==> config.mk <==
export PLATFORM = sky130hd
export DESIGN_NAME = pdctl_reg
export DESIGN_NICKNAME = d
export VERILOG_FILES = /design/src/rtl/pdctl_reg.sv
export SDC_FILE = /design/constraint.sdc
export NUM_CORES = 1
export LEC_CHECK = 0
export ABC_CLOCK_PERIOD_IN_PS = 2300
export BUFFER_PORTS_ARGS = -buffer_cell sky130_fd_sc_hd__buf_2
export CAP_MARGIN = 40
export CORE_AREA = 2 2 39 41
export CTS_BUF_LIST = sky130_fd_sc_hd__clkbuf_16
export DETAILED_ROUTE_END_ITERATION = 10
export DIE_AREA = 0 0 41 43
export GPL_TIMING_DRIVEN = 0
export SLEW_MARGIN = 25
export SYNTH_ARGS = -nofsm -noshare
export SYNTH_HDL_FRONTEND = slang
export SYNTH_SLANG_ARGS = --single-unit
==> constraint.sdc <==
create_clock -name clk -period 2.3 [get_ports clk]
set_input_delay 0.23 -clock clk [delete_from_list [all_inputs] [get_ports clk]]
set_output_delay 0.23 -clock clk [all_outputs]
set_load 0.02 [all_outputs]
==> src/rtl/pdctl_reg.sv <==
module pdctl_reg #(
  parameter int DW = 8
) (
  input  logic          clk,
  input  logic          rst_n,
  input  logic          wr_en,
  input  logic          rd_en,
  input  logic [DW-1:0] wdata,
  output logic [DW-1:0] rdata,
  input  logic          full_wake,
  input  logic          part_wake,
  output logic          pd_enable,
  output logic          pd_mode,
  output logic          stop1_sel,
  output logic          stop2_sel
);
  localparam int FULL_B = 4;
  localparam int PART_B = 3;
  localparam int ACK_B  = 2;
  localparam int EN_B   = 1;
  localparam int MODE_B = 0;

  logic full_q, part_q, en_q, mode_q, locked;
  logic ack;

  assign ack = wr_en & wdata[ACK_B];

  always_ff @(posedge clk or negedge rst_n) begin
    if (!rst_n) begin
      full_q <= 1'b0;
      part_q <= 1'b0;
    end else begin
      full_q <= full_wake | (full_q & ~ack);
      part_q <= part_wake | (part_q & ~ack);
    end
  end

  always_ff @(posedge clk or negedge rst_n) begin
    if (!rst_n) begin
      en_q   <= 1'b0;
      mode_q <= 1'b0;
      locked <= 1'b0;
    end else if (wr_en && !locked) begin
      en_q   <= wdata[EN_B];
      mode_q <= wdata[MODE_B];
      locked <= 1'b1;
    end
  end

  always_comb begin
    rdata = '0;
    if (rd_en) begin
      rdata[FULL_B] = full_q;
      rdata[PART_B] = part_q;
      rdata[EN_B]   = en_q;
      rdata[MODE_B] = mode_q;
    end
  end

  assign pd_enable = en_q;
  assign pd_mode   = mode_q;
  assign stop1_sel = en_q & ~mode_q;
  assign stop2_sel = en_q & mode_q;
endmodule


Yosys cells after proc, flatten, opt, wreduce, memory -nomap -nowiden

Cells that the tools add are included.

Flip-flop bits (word level): 5
Output and inout port bits: 12
Word-level logic and storage cells: 18

Muxes and demuxes: 2
Bitwise operators: 9
Reductions and logical operators: 2

Operators by type and width:

| operator          | number |
|---|---|
| AND 1 bit         | 5 |
| two-way mux 2 bit | 2 |
| NOT 1 bit         | 2 |
| OR 1 bit          | 2 |
| logical AND 1 bit | 1 |
| zero test 1 bit   | 1 |

Depth between registers and ports, before layout

Gate-level depths: netlist of run 1.

Depth in word-level cells: 4
Depth in mapped cells: 2
Mapped depth without buffers: 2

Worst setup path after synthesis of run 1

OpenSTA, ideal clock, no wires.

Kind: register to output
Start point: register en_q, in the netlist pd_enable
End point: output port stop1_sel
Arrival time: 0.836 ns
Required time: 2.070 ns
Path slack: 1.234 ns
Stages on the path, launching flop included: 2
Path through: dfrtp_1 nor2b_1

Longest elaborated chain between the ends: 1

RTL lines:

| item                   | RTL line | RTL |
|---|---|---|
| from (decl)            | 23       | `logic full_q, part_q, en_q, mode_q, locked;` |
| from (signal assigned) | 44       | `en_q <= wdata[EN_B];` |
| AND 1 bit              | 62       | `assign stop1_sel = en_q & ~mode_q;` |
| to (decl)              | 14       | `output logic stop1_sel,` |

Every way passes these cells.

Final worst setup path of run 1

Start point: register mode_q, in the netlist pd_mode
End point: output port stop2_sel

Longest elaborated chain between the ends: 1

RTL lines:

| item                   | RTL line | RTL |
|---|---|---|
| from (decl)            | 23       |  |
| from (signal assigned) | 45       | `mode_q <= wdata[MODE_B];` |
| AND 1 bit              | 63       | `assign stop2_sel = en_q & mode_q;` |
| to (decl)              | 15       | `output logic stop2_sel` |

Every way passes these cells.

==> flow_summary.ini, run 1 <==
[power]
intPower_w = 0.000350
report.power.total_w = 0.000444
p_switching_w = 0.0000942
ir_drop_v = 0.000446
power_per_cell_area_nw_per_um2 = 955
p_seq_frac = 0.227
power.switching_fraction = 0.212
clock_power_share = 0.625
leakagePower_nw = 0.250
proportion_of_power_drawn_by_combinational_gates = 0.147

[hold_path]
worst_hold_path_type = input port to flop

[floorplanning]
die_area_um2 = 1760
io_pins = 26
die_height_um = 43
core_area_um2 = 1380
std_cell_rows = 14
die_x_um = 41
start_util = 0.192

[worst_setup_path]
cp_slowest_cell = sky130_fd_sc_hd__dfrtp_1
worst_setup_path_start_kind = flop
worst_setup_end_kind = output pin
critPathMaxFanout = 5
cpPeakStageDelay_ns = 0.41
critical_path_class = flop to output pin
worst_ep_required_time_ns = 2.07
crit_arrival_ns = 0.95
worstPathCellList = and2_1 > buf_2

[placed_design]
port_buffer_count = 16
detailed_place.area_um2 = 377
half_perimeter_wire_length_after_detailed_placement_um = 448
place_worst_setup_slack_ns = 1.34
gp_routability_congestion = 0.622

[synthesis]
syn-mean-instance-area_um2 = 11.5
post_synthesis_sequential_area_ratio = 0.472
yosysTopAreaCellShare = 0.472
postSynthRegisterBits = 5
synth_top_cells_by_area = sky130_fd_sc_hd__dfrtp_1 (47%), sky130_fd_sc_hd__and2_1 (12%), sky130_fd_sc_hd__buf_4 (11%)
synth_largest_area_cell = sky130_fd_sc_hd__dfrtp_1
synth.distinct_cells = 10
syn_inst = 23
netlist_area_um2 = 265
synth_warnings = 0

[layout]
diodes = 0
mostFrequentLayoutCells = sky130_fd_sc_hd__buf_2 (16), sky130_fd_sc_hd__and2_1 (5), sky130_fd_sc_hd__dfrtp_1 (5)
finish.instance_area_um2 = 465
num-fill-cells = 152
mostFrequentLayoutCell = sky130_fd_sc_hd__buf_2
layout-area-overhead-vs-synth_pct = 75.5
post_route_cells_drive_above_1_share = 0.553
num-nets-final = 62

[sta]
timing.clock.skew_ns = 0.000132
timing.final.crit_period_ns = 1.18
layout_worst_path_cycle_share = 0.512
hold-worst-slack_ns = 0.185
finalSetupViolations = 0
rsz0062_at_grt = no
crit_path_setup_slack_layout_ns = 1.12
hold_viol = 0
slew_viol_final = 0
maxClockFrequency_mhz = 849
tns_ns = 0

[cts]
post_cts_hold_buffer_count = 1
postCtsSetupRepairBufs = 0
worst_skew_pair.late_latency_ns = 0.23
tritoncts = yes
cts_resized = 0
clock-root-buffer = sky130_fd_sc_hd__clkbuf_16
clkTransAtPathRegs_ns = 0.03
clock-sinks = 5
ctsHtreeMaxLevel = 1
cts_inserted_buffers = 3
max_root_sink_buffers = 2

[global_route]
grtUsageTotal = 0.0798
antenna_found_initial = 0
fraction_of_met2_tracks_used_by_global_routing = 0.0875
globalRoute.totalOverflow = 0
use_met1 = 0.0885
grt_max_degree = 6
first_pass_grt_wire_length_um = 807
first_global_vias = 201
grt.busiest_layer = met1
grtUsageMet3 = 0.0628

[drt]
total_wirelength_of_the_detailed_routed_design_um = 532
wire_per_inst_um = 8.44
detailedRoute.firstPassIterationCount = 3
dr_total_vias = 220
ant_nets = 0
routed_via_density = 3.49
drt_iter0_drc = 2
drc = 0

[run_status]
run_status = finished, final reports clean

[job]
max_cap_violations = 0
==> worst max-delay path: cells and delay by family (launching register included) <==
kind	cells	cell delay, ns
buffers and inverters	1	0.15
DFF	1	0.41
and+or+nand+nor	1	0.17
==> worst paths after layout <==
path | start | endpoint | slack [ns] | cells after the start
min in group asynchronous | rst_n | part_q | 0.35 | 2
hold reg to reg | part_q | part_q | 0.47 | 1
setup / recovery | pd_mode | stop2_sel | 1.12 | 2
setup reg to reg | locked | pd_enable | 1.33 | 2
max in group asynchronous | rst_n | locked | 1.82 | 2
hold / removal | part_wake | part_q | 0.19 | 2
==> synth_stat cells (all sizes together) <==
cell	count
buf	4
nor2b	2
a21o	2
mux2	2
nand2	1
or2	1
dfrtp	5
and2	5
conb	1
==> cells by family after synthesis <==
kind of cell	synth area share
multiplexers	0.113
AO/OA/AOI/OAI	0.0566
buffers and inverters	0.113
other	0.0141
AND/OR/NAND/NOR	0.231
flip-flops	0.472
==> state kept, by name, indices dropped and copies added (netlist names) <==
| register | flops |
|---|---|
| locked | 1 |
| full_q | 1 |
| pd_mode | 1 |
| pd_enable | 1 |
| part_q | 1 |
==> final cells by class <==
| type | count | area [µm²] | area share |
|---|---|---|---|
| Timing Repair Buffer | 17 | 90.1 | 0.194 |
| Clock inverter | 1 | 3.75 | 0.00806 |
| Tap cell | 16 | 20.0 | 0.0430 |
| Clock buffer | 3 | 75.1 | 0.161 |
| Buffer | 4 | 30.0 | 0.0645 |
| Sequential cell | 5 | 125 | 0.269 |
| Multi-Input combinational cell | 17 | 121 | 0.261 |
==> power by group through the flow <==
| stage | Clock (W) | Sequential (W) | Combinational (W) |
|---|---|---|---|
| final | 0.000278 | 0.000101 | 0.0000655 |
| after global routing | 0.000291 | 0.000102 | 0.0000721 |
| after CTS | 0.000284 | 0.000102 | 0.0000664 |
| after detailed placement | 0 | 0.000103 | 0.0000650 |
| after global placement | 0 | 0.000102 | 0.0000642 |
| after floorplan | 0 | 0.000106 | 0.0000377 |
==> layer usage <==
metal	up-vias	share of wire	routed length, µm
li1	111	-	-
met1	90	0.37	195
met2	17	0.43	229
met3	2	0.17	90
met4	0	0.030	16
met5	-	0	0
==> per-stage QoR <==
step                utilization  cells
floorplan                     -     26
global placement          0.272     58
detailed placement        0.272     58
CTS                       0.336     63
global route              0.336     63
finish                    0.336     63
Power figures use the tool's default switching activity.
==> run 2: changes to the inputs <==
--- a/config.mk
+++ b/config.mk
@@ -5,7 +5,8 @@
 export SDC_FILE = /design/constraint.sdc
 export NUM_CORES = 1
 export LEC_CHECK = 0
-export ABC_CLOCK_PERIOD_IN_PS = 2300
+export ABC_AREA = 1
+export ABC_CLOCK_PERIOD_IN_PS = 1210
 export BUFFER_PORTS_ARGS = -buffer_cell sky130_fd_sc_hd__buf_2
 export CAP_MARGIN = 40
 export CORE_AREA = 2 2 39 41
==> constraint.sdc (replaced) <==
create_clock -name clk -period 1.21 [get_ports clk]
set_input_delay 0.121 -clock clk [delete_from_list [all_inputs] [get_ports clk]]
set_output_delay 0.121 -clock clk [all_outputs]
set_load 0.02 [all_outputs]
==> run 2 against run 1 <==
Clock power is 91% higher. Setup slack got worse by 0.96 ns. Non-clock buffer count is the same. Wire length rose by 1.5%. Flip-flop and latch count is the same. Via count up 24%. Register-to-register slack got worse by 0.88 ns. Worst hold slack got worse by 0.11 ns. Clock skew up 0.0011 ns. Die area is the same. Largest cell class unchanged. Highest routed layer is now met3.
==> flow_summary.ini, run 2 <==
[run_status]
run_status = finished, final reports clean

[job]
max_cap_violations = 0

[sta]
maxClockFrequency_mhz = 957
slew_viol_final = 0
timing.clock.skew_ns = 0.00120
finalSetupViolations = 0
timing.final.crit_period_ns = 1.05
rsz0062_at_grt = no
layout_worst_path_cycle_share = 0.864
tns_ns = 0
crit_path_setup_slack_layout_ns = 0.165
hold-worst-slack_ns = 0.0776
hold_viol = 0

[hold_path]
worst_hold_path_type = input port to flop
whs_path_depth = 3

[drt]
total_wirelength_of_the_detailed_routed_design_um = 540
dr_total_vias = 272
ant_nets = 0
wire_per_inst_um = 6.92
routed_via_density = 3.49
drc = 0
drt_iter0_drc = 9
detailedRoute.firstPassIterationCount = 4

[synthesis]
synth-async-reset-ratio = 1.00
synth_largest_area_cell = sky130_fd_sc_hd__dfrtp_1
post_synthesis_sequential_area_ratio = 0.469
synth_compound_area_frac = 0
synth_warnings = 0
ys_top_cells_by_count = sky130_fd_sc_hd__nand2_1 (16), sky130_fd_sc_hd__inv_1 (9), sky130_fd_sc_hd__dfrtp_1 (5)
most_instantiated_library_cell_after_synthesis = sky130_fd_sc_hd__nand2_1
synth-xor-area-share = 0
synth_top_cells_by_area = sky130_fd_sc_hd__dfrtp_1 (47%), sky130_fd_sc_hd__nand2_1 (23%), sky130_fd_sc_hd__inv_1 (13%)
syn_inst = 38
synth_top_family_by_area = simple AND/OR/NAND/NOR gates
postSynthRegisterBits = 5
ys_dominant_reg_cell = sky130_fd_sc_hd__dfrtp_1
yosysTopAreaCellShare = 0.469
synth.distinct_cells = 7
syn-mean-instance-area_um2 = 7.01
synth_enable_flop_cells = 0
muxShareOfSynthArea = 0
post_synth_fa_ha_maj_area_fraction = 0
netlist_area_um2 = 267
synthSimpleGateAreaFrac = 0.277

[floorplanning]
die_x_um = 41
die_area_um2 = 1760
core_area_um2 = 1380
io_pins = 26
start_util = 0.193
std_cell_rows = 14
die_height_um = 43

[layout]
diodes = 0
finish.instance_area_um2 = 467
layout-area-overhead-vs-synth_pct = 75.1
mostFrequentLayoutCells = sky130_fd_sc_hd__nand2_1 (16), sky130_fd_sc_hd__buf_2 (16), sky130_fd_sc_hd__inv_1 (10)
num-nets-final = 77
post_route_cells_drive_above_1_share = 0.371

[cts]
worst_skew_pair.late_latency_ns = 0.23
clock-root-buffer = sky130_fd_sc_hd__clkbuf_16
tritoncts = yes
clock-sinks = 5
ctsHtreeMaxLevel = 1
cts_resized = 0
cts_inserted_buffers = 3
max_root_sink_buffers = 2
clkTransAtPathRegs_ns = 0.03

[power]
power_per_cell_area_nw_per_um2 = 1650
leakagePower_nw = 0.320
ir_drop_v = 0.000663

[worst_setup_path]
worst_setup_end_kind = output pin
critPathMaxFanout = 5
worst_ep_required_time_ns = 1.09
crit_arrival_ns = 0.92
critical_path_class = flop to output pin
worst_setup_path_start_kind = flop
ff2ff_path_depth = 4

[global_route]
grt_max_degree = 6
grtUsageTotal = 0.0758
first_global_vias = 233
globalRoute.totalOverflow = 0
antenna_found_initial = 0
first_pass_grt_wire_length_um = 821

[placed_design]
port_buffer_count = 16
half_perimeter_wire_length_after_detailed_placement_um = 441
gp_routability_congestion = 0.673
place_worst_setup_slack_ns = 0.391
detailed_place.area_um2 = 378
## run 2: changes by cell type in the layout (fill, tap and decap cells not counted), sizes merged, moves of 2 or more
cell / change
nor2b: -2
nand2: +15
and2: -5
a21o: -2
nand3: +2
inv: +9
mux2: -2
## run 2: per-layer routing
metal  global-route usage  share of wire  up-vias
met4               0.0600              0        0
li1                     -              -      145
met5                    0              0        -
met1               0.0852           0.44      112
met2               0.0969           0.42       15
met3               0.0471           0.14        0
## run 2: area by class of cell
type,instances,area [µm²]
fill,153,917
sequential,5,125
timing repair buffer,17,90.1
multi-input combinational,23,88.8
clock buffer,3,75.1
inverter,9,33.8
buffer,4,30.0
tap,16,20.0
clock inverter,1,3.75
## run 2: worst max-delay path: stages, from the launching register on
cell                      delay (ns)
sky130_fd_sc_hd__dfrtp_1        0.39
sky130_fd_sc_hd__inv_1          0.05
sky130_fd_sc_hd__nor2_1         0.08
sky130_fd_sc_hd__buf_2          0.17
## run 2: per-stage QoR
stage | util | total power [W] | std cells
2_1_floorplan | - | 0.000213 | 41
3_3_place_gp | 0.273 | 0.000237 | 73
3_5_place_dp | 0.273 | 0.000238 | 73
4_1_cts | 0.337 | 0.000782 | 78
5_1_grt | 0.337 | 0.000798 | 78
6_report | 0.337 | 0.000770 | 78
## run 2: what timing repair did
item,CTS,global route
hold endpoints to repair,5,0
hold buffers,1,0
setup buffers,0,0
## run 2: worst paths after layout
check / from / endpoint / slack (ns)
worst max-delay path: pd_enable / stop1_sel / 0.16
worst min-delay path: full_wake / full_q / 0.08
worst max register to register: locked / pd_enable / 0.45
worst min register to register: locked / locked / 0.47
max in group asynchronous: rst_n / full_q / 0.83
min in group asynchronous: rst_n / pd_enable / 0.25
## run 2: logic make-up (layout without fill, tap and decap cells)
group                  Yosys count  after routing
buffers and inverters           13             34
other                            1              4
AND/OR/NAND/NOR                 19             19
flip-flops                       5              5
## run 2: report_power, final
group,internal (W),leakage [nW],switching [W]
registers,0.000173,0.0567,0.00000249
logic,0.0000276,0.221,0.0000349
clock network,0.000428,0.0423,0.000104
total,0.000628,0.320,0.000142
==> run 3: changes to the inputs <==
--- a/config.mk
+++ b/config.mk
@@ -9,10 +9,10 @@
 export ABC_CLOCK_PERIOD_IN_PS = 1210
 export BUFFER_PORTS_ARGS = -buffer_cell sky130_fd_sc_hd__buf_2
 export CAP_MARGIN = 40
-export CORE_AREA = 2 2 39 41
+export CORE_AREA = 8 8 45 47
 export CTS_BUF_LIST = sky130_fd_sc_hd__clkbuf_16
 export DETAILED_ROUTE_END_ITERATION = 10
-export DIE_AREA = 0 0 41 43
+export DIE_AREA = 0 0 53 55
 export GPL_TIMING_DRIVEN = 0
 export SLEW_MARGIN = 25
 export SYNTH_ARGS = -nofsm -noshare
==> run 3 against run 2 <==
Worst hold slack got worse by 0.0019 ns. Cell count unchanged. Sequential share of layout area unchanged. Wire length up 32%. Die area up 65%. Sequential power is essentially flat.
==> flow_summary.ini, run 3 (synthesized netlist as in run 2, its figures left out) <==
[run_status]
run_status = finished, final reports clean

[sta]
hold-worst-slack_ns = 0.0757
hold_viol = 0
timing.clock.skew_ns = 0.00246
timing.final.crit_period_ns = 1.03
tns_ns = 0
finalSetupViolations = 0
slew_viol_final = 0
layout_worst_path_cycle_share = 0.851
rsz0062_at_grt = no
maxClockFrequency_mhz = 971

[global_route]
globalRoute.totalOverflow = 0
grtUsageTotal = 0.0532
antenna_found_initial = 0
grt_max_degree = 6
first_global_vias = 242
first_pass_grt_wire_length_mm = 1.01

[drt]
drc = 0
total_wirelength_of_the_detailed_routed_design_um = 715
detailedRoute.firstPassIterationCount = 2
ant_nets = 0
wire_per_inst_um = 9.17
drt_iter0_drc = 6
routed_via_density = 3.51
dr_total_vias = 274

[layout]
fin_util = 0.337
diodes = 0
mostFrequentLayoutCells = sky130_fd_sc_hd__nand2_1 (16), sky130_fd_sc_hd__buf_2 (16), sky130_fd_sc_hd__inv_1 (10)
layout-area-overhead-vs-synth_pct = 75.1
num-nets-final = 77
layout.area.seq_um2 = 125
post_route_cells_drive_above_1_share = 0.371
num-fill-cells = 161
multi_input_comb_area_um2 = 88.8

[cts]
clock-sinks = 5
cts_resized = 0
tritoncts = yes
ctsHtreeMaxLevel = 1
clkTransAtPathRegs_ns = 0.03
cts_inserted_buffers = 3
clock-root-buffer = sky130_fd_sc_hd__clkbuf_16
worst_skew_pair.late_latency_ns = 0.23
max_root_sink_buffers = 2

[worst_setup_path]
cpPeakStageDelay_ns = 0.39
cp_slowest_cell = sky130_fd_sc_hd__dfrtp_1
critical_path_class = flop to output pin
worstPathCellList = inv_1 > nor2_1 > buf_2
worst_path_dominant_cell_family = flip-flops
critPathMaxFanout = 5
crit_arrival_ns = 0.91
worst_setup_path_start_kind = flop
worst_setup_end_kind = output pin
worst_ep_required_time_ns = 1.09
critPathBufInv = 2

[power]
power_per_cell_area_nw_per_um2 = 1670
ir_drop_v = 0.000629
leakagePower_nw = 0.320
report.power.total_w = 0.000779

[placed_design]
gp_routability_congestion = 0.720
half_perimeter_wire_length_after_detailed_placement_um = 585
port_buffer_count = 16

[hold_path]
worst_hold_path_type = input port to flop

[floorplanning]
io_pins = 26
core_area_um2 = 1380
die_area_um2 = 2920
start_util = 0.193
die_x_um = 53
std_cell_rows = 14
die_height_um = 55

[job]
max_cap_violations = 0
## run 3: cell counts in the layout (fill, tap and decap cells not counted)
No cell type changed its count.
## run 3: timing repair
action,CTS,global route
hold endpoints to repair,5,0
hold buffers,1,0
buffers inserted,0,0
## run 3: final cells by class
class,instances,share of cell area
sequential,5,0.268
timing repair buffer,17,0.193
multi-input combinational,23,0.190
clock buffer,3,0.161
inverter,9,0.0724
buffer,4,0.0643
tap,16,0.0429
clock inverter,1,0.00804
## run 3: per-layer routing
layer	GRT usage	up-vias	routed length, µm
li1	-	146	-
met1	0.0492	108	256
met2	0.0645	17	280
met3	0.0535	3	156
met4	0.0517	0	21
met5	0	-	0
## run 3: path summary, 6_finish.rpt
| path | startpoint | to | slack, ns | cells past startpoint |
|---|---|---|---|---|
| min in group asynchronous | rst_n | pd_enable | 0.24 | 2 |
| worst min-delay path | part_wake | part_q | 0.08 | 3 |
| worst max-delay path | pd_enable | stop1_sel | 0.18 | 3 |
| worst max register to register | locked | pd_enable | 0.44 | 4 |
| worst min register to register | full_q | full_q | 0.47 | 2 |
| max in group asynchronous | rst_n | full_q | 0.83 | 2 |
## run 3: where the power goes
| part | total (W) | leakage [nW] | switching (W) | internal (W) |
|---|---|---|---|---|
| sequential | 0.000175 | 0.0567 | 0.00000220 | 0.000173 |
| clock | 0.000540 | 0.0423 | 0.000112 | 0.000428 |
| combinational | 0.0000635 | 0.221 | 0.0000359 | 0.0000276 |
## run 3: per-stage QoR
stage / instances / cell area, µm² / worst slack, ns
4_1_cts: 78 / 467 / 0.165
2_1_floorplan: 41 / 278 / 0.265
3_5_place_dp: 73 / 378 / 0.410
3_3_place_gp: 73 / 378 / 0.424
6_report: 78 / 467 / 0.180
5_1_grt: 78 / 467 / 0.0870
## run 3: worst reg2reg max path, stage by stage (launching register included)
cell and delay [ns]:
sky130_fd_sc_hd__dfrtp_1 0.35, sky130_fd_sc_hd__inv_1 0.10, sky130_fd_sc_hd__nand2_1 0.09, sky130_fd_sc_hd__nand2_1 0.07, sky130_fd_sc_hd__nand2_1 0.04
